===== src/rtl/wps_pkg.sv =====
package wps_pkg;

    typedef enum logic [2:0] {
        OP_NOP       = 3'd0,
        OP_SET_WEL   = 3'd1,
        OP_RD_STATUS = 3'd2,
        OP_WR_STATUS = 3'd3,
        OP_RD_ID     = 3'd4,
        OP_ARRAY_WR  = 3'd5
    } op_e;

    typedef enum logic [1:0] {
        ST_IDLE    = 2'd0,
        ST_ID_TAIL = 2'd1,
        ST_BUSY    = 2'd2
    } state_e;

    typedef enum logic {
        JOB_STATUS = 1'b0,
        JOB_ARRAY  = 1'b1
    } job_e;

    // Number of locked sectors (out of 2**sect_bits) for a protect code.
    function automatic int unsigned locked_count(input logic [2:0] bp,
                                                 input int unsigned sect_bits);
        int unsigned total;
        total = 1 << sect_bits;
        if (bp[2])
            return total;
        unique case (bp[1:0])
            2'b00:   return 0;
            2'b01:   return total / 8;
            2'b10:   return total / 4;
            default: return total / 2;
        endcase
    endfunction

endpackage


===== src/rtl/wps_prot_decode.sv =====
module wps_prot_decode #(
    parameter int ADDR_W    = 19,
    parameter int SECT_BITS = 3
) (
    input  logic [2:0]        bp,
    input  logic [ADDR_W-1:0] addr,
    output logic              locked
);
    import wps_pkg::*;

    localparam int SECTORS  = 1 << SECT_BITS;
    localparam int SECT_SZ  = ADDR_W - SECT_BITS;

    logic [ADDR_W:0] first_locked_addr;
    int unsigned     n_locked;

    always_comb begin
        n_locked          = locked_count(bp, SECT_BITS);
        first_locked_addr = (ADDR_W+1)'(SECTORS - n_locked) << SECT_SZ;
        locked            = (n_locked != 0) && ({1'b0, addr} >= first_locked_addr);
    end

endmodule


===== src/rtl/wps_busy_timer.sv =====
module wps_busy_timer #(
    parameter int BUSY_CYCLES = 64
) (
    input  logic clk,
    input  logic rst_n,
    input  logic start,
    output logic done
);
    localparam int CNT_W = (BUSY_CYCLES < 2) ? 1 : $clog2(BUSY_CYCLES);

    logic [CNT_W-1:0] cnt_q;
    logic             run_q;

    always_ff @(posedge clk or negedge rst_n) begin
        if (!rst_n) begin
            cnt_q <= '0;
            run_q <= 1'b0;
        end else if (start) begin
            cnt_q <= CNT_W'(BUSY_CYCLES - 1);
            run_q <= 1'b1;
        end else if (run_q) begin
            if (cnt_q == '0)
                run_q <= 1'b0;
            else
                cnt_q <= cnt_q - 1'b1;
        end
    end

    assign done = run_q && (cnt_q == '0);

endmodule


===== src/rtl/wps_status_fmt.sv =====
module wps_status_fmt (
    input  logic       busy,
    input  logic       wel,
    input  logic [2:0] bp,
    input  logic       wpen,
    output logic [7:0] status
);
    always_comb begin
        if (busy)
            status = 8'hFF;
        else
            status = {wpen, 2'b00, bp, wel, 1'b0};
    end
endmodule


===== src/rtl/wp_status_ctrl.sv =====
module wp_status_ctrl #(
    parameter int         ADDR_W      = 19,
    parameter int         SECT_BITS   = 3,
    parameter int         BUSY_CYCLES = 64,
    parameter logic [7:0] MFR_CODE    = 8'h1F,
    parameter logic [7:0] DEV_CODE    = 8'h64
) (
    input  logic              clk,
    input  logic              rst_n,
    input  logic              wprot_n,
    input  logic              cmd_valid,
    input  logic [2:0]        cmd_op,
    input  logic [7:0]        cmd_data,
    input  logic [ADDR_W-1:0] addr,
    output logic              rsp_valid,
    output logic [7:0]        rsp_data,
    output logic              busy,
    output logic              wr_allowed
);
    import wps_pkg::*;

    state_e     state_q, state_d;
    job_e       job_q;
    logic       wel_q;
    logic       wpen_q;
    logic [2:0] bp_q;
    logic [2:0] pend_bp_q;
    logic       pend_wpen_q;

    logic       addr_locked;
    logic       hw_lock;
    logic       timer_done;
    logic [7:0] status_byte;
    logic       in_idle;
    logic       take_wel, take_wsr, take_awr, take_id, take_rds, start_write;
    logic       unused_data_bits;

    assign unused_data_bits = ^{cmd_data[6:5], cmd_data[1:0]};

    wps_prot_decode #(
        .ADDR_W   (ADDR_W),
        .SECT_BITS(SECT_BITS)
    ) u_decode (
        .bp    (bp_q),
        .addr  (addr),
        .locked(addr_locked)
    );

    wps_busy_timer #(
        .BUSY_CYCLES(BUSY_CYCLES)
    ) u_timer (
        .clk  (clk),
        .rst_n(rst_n),
        .start(start_write),
        .done (timer_done)
    );

    wps_status_fmt u_fmt (
        .busy  (state_q == ST_BUSY),
        .wel   (wel_q),
        .bp    (bp_q),
        .wpen  (wpen_q),
        .status(status_byte)
    );

    // command qualification
    always_comb begin
        in_idle     = (state_q == ST_IDLE);
        hw_lock     = !wprot_n && wpen_q;
        take_wel    = in_idle && cmd_valid && (op_e'(cmd_op) == OP_SET_WEL);
        take_wsr    = in_idle && cmd_valid && (op_e'(cmd_op) == OP_WR_STATUS)
                      && wel_q && !hw_lock;
        take_awr    = in_idle && cmd_valid && (op_e'(cmd_op) == OP_ARRAY_WR)
                      && wel_q && !addr_locked;
        take_id     = in_idle && cmd_valid && (op_e'(cmd_op) == OP_RD_ID);
        take_rds    = (state_q != ST_ID_TAIL) && cmd_valid
                      && (op_e'(cmd_op) == OP_RD_STATUS);
        start_write = take_wsr || take_awr;
    end

    // next state
    always_comb begin
        state_d = state_q;
        unique case (state_q)
            ST_IDLE: begin
                if (take_id)
                    state_d = ST_ID_TAIL;
                else if (start_write)
                    state_d = ST_BUSY;
            end
            ST_ID_TAIL: state_d = ST_IDLE;
            ST_BUSY: begin
                if (timer_done)
                    state_d = ST_IDLE;
            end
            default: state_d = ST_IDLE;
        endcase
    end

    // state register
    always_ff @(posedge clk or negedge rst_n) begin
        if (!rst_n)
            state_q <= ST_IDLE;
        else
            state_q <= state_d;
    end

    // outputs and protection state
    always_ff @(posedge clk or negedge rst_n) begin
        if (!rst_n) begin
            rsp_valid   <= 1'b0;
            rsp_data    <= 8'h00;
            wel_q       <= 1'b0;
            wpen_q      <= 1'b0;
            bp_q        <= 3'b000;
            pend_bp_q   <= 3'b000;
            pend_wpen_q <= 1'b0;
            job_q       <= JOB_ARRAY;
        end else begin
            rsp_valid <= 1'b0;
            unique case (state_q)
                ST_IDLE: begin
                    if (take_rds) begin
                        rsp_valid <= 1'b1;
                        rsp_data  <= status_byte;
                    end else if (take_id) begin
                        rsp_valid <= 1'b1;
                        rsp_data  <= MFR_CODE;
                    end
                    if (take_wel)
                        wel_q <= 1'b1;
                    if (take_wsr) begin
                        job_q       <= JOB_STATUS;
                        pend_bp_q   <= cmd_data[4:2];
                        pend_wpen_q <= cmd_data[7];
                    end else if (take_awr) begin
                        job_q <= JOB_ARRAY;
                    end
                end
                ST_ID_TAIL: begin
                    rsp_valid <= 1'b1;
                    rsp_data  <= DEV_CODE;
                end
                ST_BUSY: begin
                    if (take_rds) begin
                        rsp_valid <= 1'b1;
                        rsp_data  <= status_byte;
                    end
                    if (timer_done) begin
                        wel_q <= 1'b0;
                        if (job_q == JOB_STATUS) begin
                            bp_q   <= pend_bp_q;
                            wpen_q <= pend_wpen_q;
                        end
                    end
                end
                default: ;
            endcase
        end
    end

    assign busy       = (state_q == ST_BUSY);
    assign wr_allowed = wel_q && (state_q != ST_BUSY) && !addr_locked;

endmodule


===== config.mk =====
export PLATFORM = sky130hd
export DESIGN_NAME = wp_status_ctrl
export DESIGN_NICKNAME = d
export VERILOG_FILES = /design/src/rtl/wps_pkg.sv /design/src/rtl/wps_prot_decode.sv /design/src/rtl/wps_busy_timer.sv /design/src/rtl/wps_status_fmt.sv /design/src/rtl/wp_status_ctrl.sv
export SDC_FILE = /design/constraint.sdc
export NUM_CORES = 1
export LEC_CHECK = 0
export ABC_CLOCK_PERIOD_IN_PS = 4300
export BUFFER_PORTS_ARGS = -buffer_cell sky130_fd_sc_hd__buf_4
export CAP_MARGIN = 0
export CORE_MARGIN = 4
export CORE_UTILIZATION = 52
export DETAILED_ROUTE_END_ITERATION = 10
export MAX_ROUTING_LAYER = met4
export PLACE_DENSITY = 0.79
export SYNTH_ARGS = -nofsm -noshare
export SYNTH_HDL_FRONTEND = slang
export SYNTH_SLANG_ARGS = --single-unit
export TNS_END_PERCENT = 20

===== constraint.sdc =====
create_clock -name clk -period 4.3 [get_ports clk]
set_input_delay 0 -clock clk [delete_from_list [all_inputs] [get_ports clk]]
set_output_delay 0 -clock clk [all_outputs]
set_load 0.02 [all_outputs]

==> results <==
- The run finished with clean final reports.
- Summing the sequential cell areas from Yosys gives about two fifths of the chip area.
- In the global route stage, met3 resource usage came out at 3.163%.
- The biggest cell delay along the critical path is 0.56 ns.
- The number of standard cells in the final layout excluding fillers is 246.
- The number of top-level design ports is 45.
- The flop and latch count out of synthesis is 27.
- The type of destination of the critical path is an output pin.
- In this run the number of H-tree levels came out at 1.
- The actual slew at the worst max-slew pin is 0.6327 ns.
- The number of global-route vias before repair came to 1,399.
- The detail route stage leaves a number of antenna-violating nets equal to 0.
- The critical path goes through or3b_2 > ha_1 > xnor2_1 > ha_1 > or4b_1 > or4_4 > o21a_1 > o211a_1 > buf_4.
- The floorplan has 20 rows.
- The utilization after layout is 68.51%.
- Setup violations remaining at the end of the flow were counted as 0.
- The worst slack on hold paths is between 0.01 and 0.015 ns.
- In this run, the number of DRC markers left after iteration 0 of detailed routing was 51.
- The setup check on the worst reg-to-reg path leaves a slack of 1.07 ns.
- The first global-routing pass estimated 6216 µm of wire.
- The cell occurring most often along the worst timing path is sky130_fd_sc_hd__ha_1.
- The sum of overflow across all layers after global routing is 0.
- The post-synthesis instance area is 1644 µm².
- After routing the design area is 2074 µm².
- The endpoint identified for the worst register-to-register timing path is u_timer.cnt_q[1].
- The cell area after placement is approximately 2000 µm².
- The floorplan step defined a die boundary enclosing 4125 µm².
- The path with the worst hold slack has its endpoint at wel_q.
- Summed over all cells, the static leakage comes to 0.8781 nW.
- The worst-case reg-to-reg path depth is 8.
- The global routing met2 resource utilization is 34.58%.
- The mean post-synth cell area is 10.61 µm².
- The critical setup path kind is reg -> out.
- The wire length reported by the detailed router is 3583 µm.
- Data arrives at the worst endpoint at about 3.5 ns.
- The placed cell count is 236.
- TritonCTS created 3 clock buffers.
- The number of nets in the layout is ~250.
- The number of buffer and inverter instances along the worst setup path is 1.
- Power spread over the standard cell area amounts to 477.6 nW/µm².
- The worst hold path depth is 4.
- The worst-path maximum fanout is 8.
- The global routing met1 resource utilization is 22.16%.
- The vertical die dimension is 64.23 µm.
- The filler cell count is 227.
- The worst register-to-register path begins at bp_q[2].
- At the end of routability-driven placement, the weighted congestion stood at 0.8477.
- The number of maximum-capacitance violations is 0.
- Clock-pin slew was measured on the worst setup and hold paths at 0.14 ns.
- The tree is rooted in a sky130_fd_sc_hd__clkbuf_4.
- The final route contains roughly 1,400 vias.
- Derived from the worst setup path, the maximum achievable clock frequency is 0.2832 GHz.
- In the routed design, unresolved DRC markers number 0.
- The fraction of final layout cells sized beyond drive strength 1 is roughly a third.
- After detailed routing, the average wire length per cell comes to 14.57 µm.
- The launch point of the worst hold path is cmd_op[1].
- The total routing resource utilization after global routing is about a fifth.
- After detailed routing, the number of vias per cell comes to 5.711.
- The port buffer count is 40.
- The starting utilization of the core area is between 50% and 60%.
- The worst min-delay path category is in -> reg.
- No sink is reached through more buffers than the 2 on the longest clock path.
- The final antenna diode count is 0.
- The Yosys step of the flow raised 0 warnings.
- The final max-slew violation count came to 0.
- The total number of clock tree sinks is 27.
- IR analysis of the VDD net gives a maximum drop of 0.2415 mV.
- The number of antenna violations at the first check in global routing came to 0.
- The worst pin sits at a relative slew slack of a little under three fifths.
- After layout, the worst path uses 82.11% of the clock period.
- Entering global routing, the biggest net connects 28 pins.
- In the synthesized netlist the dominant register cell turns out to be sky130_fd_sc_hd__dfrtp_1.
- The count of flip-flops with a built-in enable after synthesis is 0.
- The count of final hold-check violations came to 0.
- After legalization and detailed placement, the total HPWL measured 2754 µm.
- Setup total negative slack on the finished layout was measured at 0 ns.
- Clock latency on the worst-skew pair, taken at its later pin, is 0.33 ns.
- The share of async-settable or async-resettable flops after synthesis is 100.0%.
- From synthesis to final layout, the design area changed by 26.18%.
- The count of buffers added by post-CTS timing repair for setup is 0.
- Setup repair after global routing left no endpoint under its margin.
- The clock period could shrink to 3.531 ns.
- STA puts the critical path data required time at 4.30 ns.
- The area of the core region is a little over 3000 µm².
- The launching element type of the critical path is a flip-flop.
- The kind of cell with the highest combined delay on the critical path is simple AND/OR/NAND/NOR gates.
- The first detailed-routing pass ran for 4 iterations.
- The CTS tree is built.
- The cell type of the slowest stage on the worst timing path is sky130_fd_sc_hd__or4_4.
- The clock arrives with 0.009434 ns of skew.
- The distinct cell type count after synthesis is 48.
- Counting every instance in the synthesized netlist gives 155.
- Synthesis produced a netlist with a net count of 199.
- Measured along the x axis, the die boundary spans 64.23 µm.
- The most used routing layer in global routing is met2.
[what timing repair did]
item	4_1_cts	5_1_grt
hold buffers	6	0
hold endpoints to repair	32	0
resized for setup	0	0
endpoints found under the setup margin	0	0
[cell families after synthesis]
kind of cell | share of synthesized area, %
AND/OR/NAND/NOR | 20.32
buffers and inverters | 3.197
XOR/XNOR | 2.131
flip-flops | 41.17
adder cells (fa/ha/maj) | 7.610
multiplexers | 11.49
AO/OA/AOI/OAI | 14.08
[synth_stat cells, types with 2 or more instances]
| library cell | instances | area share [%] |
|---|---|---|
| sky130_fd_sc_hd__nand3b_1 | 3 | 1.4 |
| sky130_fd_sc_hd__mux2_2 | 15 | 10 |
| sky130_fd_sc_hd__and2_1 | 2 | 0.76 |
| sky130_fd_sc_hd__or4b_1 | 2 | 1.2 |
| sky130_fd_sc_hd__xor2_1 | 2 | 1.1 |
| sky130_fd_sc_hd__o21ai_0 | 7 | 2.1 |
| sky130_fd_sc_hd__nand2_1 | 4 | 0.91 |
| sky130_fd_sc_hd__inv_1 | 10 | 2.3 |
| sky130_fd_sc_hd__ha_1 | 10 | 7.6 |
| sky130_fd_sc_hd__a21oi_1 | 5 | 1.5 |
| sky130_fd_sc_hd__a31oi_1 | 2 | 0.76 |
| sky130_fd_sc_hd__nor2_1 | 8 | 1.8 |
| sky130_fd_sc_hd__o21a_1 | 2 | 0.91 |
| sky130_fd_sc_hd__dfrtp_1 | 26 | 40 |
| sky130_fd_sc_hd__clkbuf_1 | 2 | 0.46 |
| sky130_fd_sc_hd__nor3_1 | 8 | 2.4 |
| sky130_fd_sc_hd__or3_1 | 2 | 0.76 |
| sky130_fd_sc_hd__nor2b_1 | 2 | 0.76 |
| sky130_fd_sc_hd__or4_4 | 2 | 1.4 |
| sky130_fd_sc_hd__mux2i_1 | 2 | 1.2 |
| sky130_fd_sc_hd__xnor2_1 | 2 | 1.1 |
| sky130_fd_sc_hd__nand4_1 | 2 | 0.76 |
| sky130_fd_sc_hd__nand3_1 | 9 | 2.7 |
| sky130_fd_sc_hd__nor4_1 | 2 | 0.76 |
[flip-flops by register name (all words and copies together), names as in the netlist]
signal	flops
rsp_data	7
u_timer.cnt_q	6
bp_q	3
pend_bp_q	3
state_q	2
job_q	1
pend_wpen_q	1
rsp_valid	1
u_timer.run_q	1
wel_q	1
wpen_q	1
[where the power goes]
| part | leakage (nW) | internal [W] | switching, W |
|---|---|---|---|
| registers | 0.313 | 0.000344 | 0.0000610 |
| clock network | 0.0139 | 0.0000356 | 0.0000783 |
| logic | 0.551 | 0.000232 | 0.000241 |
| total | 0.878 | 0.000611 | 0.000380 |
[final cells by class]
type / instances / area [µm²] / area share [%]
clock buffers: 3 / 22.52 / 1.086
clock inverters: 1 / 7.507 / 0.3619
multi-input cells: 115 / 914.6 / 44.09
inverters: 10 / 37.54 / 1.809
flip-flops and latches: 27 / 676.9 / 32.63
repair buffers: 46 / 360.3 / 17.37
well taps: 44 / 55.05 / 2.654
[metrics by stage]
stage               power [W]  worst slack (ns)
floorplan           0.0007259             1.290
global placement    0.0008535             1.127
detailed placement  0.0008797             1.081
CTS                 0.0009974            0.7601
global route         0.001076            0.6562
finish              0.0009909            0.7694
[tightest hold or removal path, delay by kind of cell]
family,cells,cell delay (ns)
and+or+nand+nor,2,0.14
buffers and inverters,1,0.10
AOI/OAI and AO/OA,1,0.07
[metal layers]
metal,vias up,share of wire (%)
li1,670,-
met1,693,42
met2,38,54
met3,4,3.6
met4,0,0.87
met5,-,0
[how the worst max path moves through the flow]
stage             from               end  slack [ns]  cells after the start
6_report       bp_q[2]        wr_allowed        0.77                      9
3_3_place_gp   bp_q[0]  u_timer.cnt_q[1]        1.13                      8
3_5_place_dp   bp_q[2]  u_timer.cnt_q[1]        1.08                      8
5_1_grt        bp_q[2]        wr_allowed        0.66                      9
4_1_cts        bp_q[2]        wr_allowed        0.76                      9
2_1_floorplan  bp_q[2]  u_timer.cnt_q[1]        1.29                      8
[cell usage in the layout, fill, tap and decap left out, types with 3 or more instances in the layout]
master                          netlist  routed
sky130_fd_sc_hd__mux2_2              15      15
sky130_fd_sc_hd__nand2_1              4       4
sky130_fd_sc_hd__inv_1               10      10
sky130_fd_sc_hd__clkbuf_4             0       3
sky130_fd_sc_hd__o21ai_0              7       7
sky130_fd_sc_hd__nand3b_1             3       3
sky130_fd_sc_hd__buf_4                1      40
sky130_fd_sc_hd__dfrtp_1             26      26
sky130_fd_sc_hd__nand3_1              9       9
sky130_fd_sc_hd__ha_1                10      10
sky130_fd_sc_hd__a21oi_1              5       5
sky130_fd_sc_hd__nor2_1               8       8
sky130_fd_sc_hd__nor3_1               8       8
sky130_fd_sc_hd__dlygate4sd3_1        0       6
No activity file was read; power rests on OpenSTA's default activity.
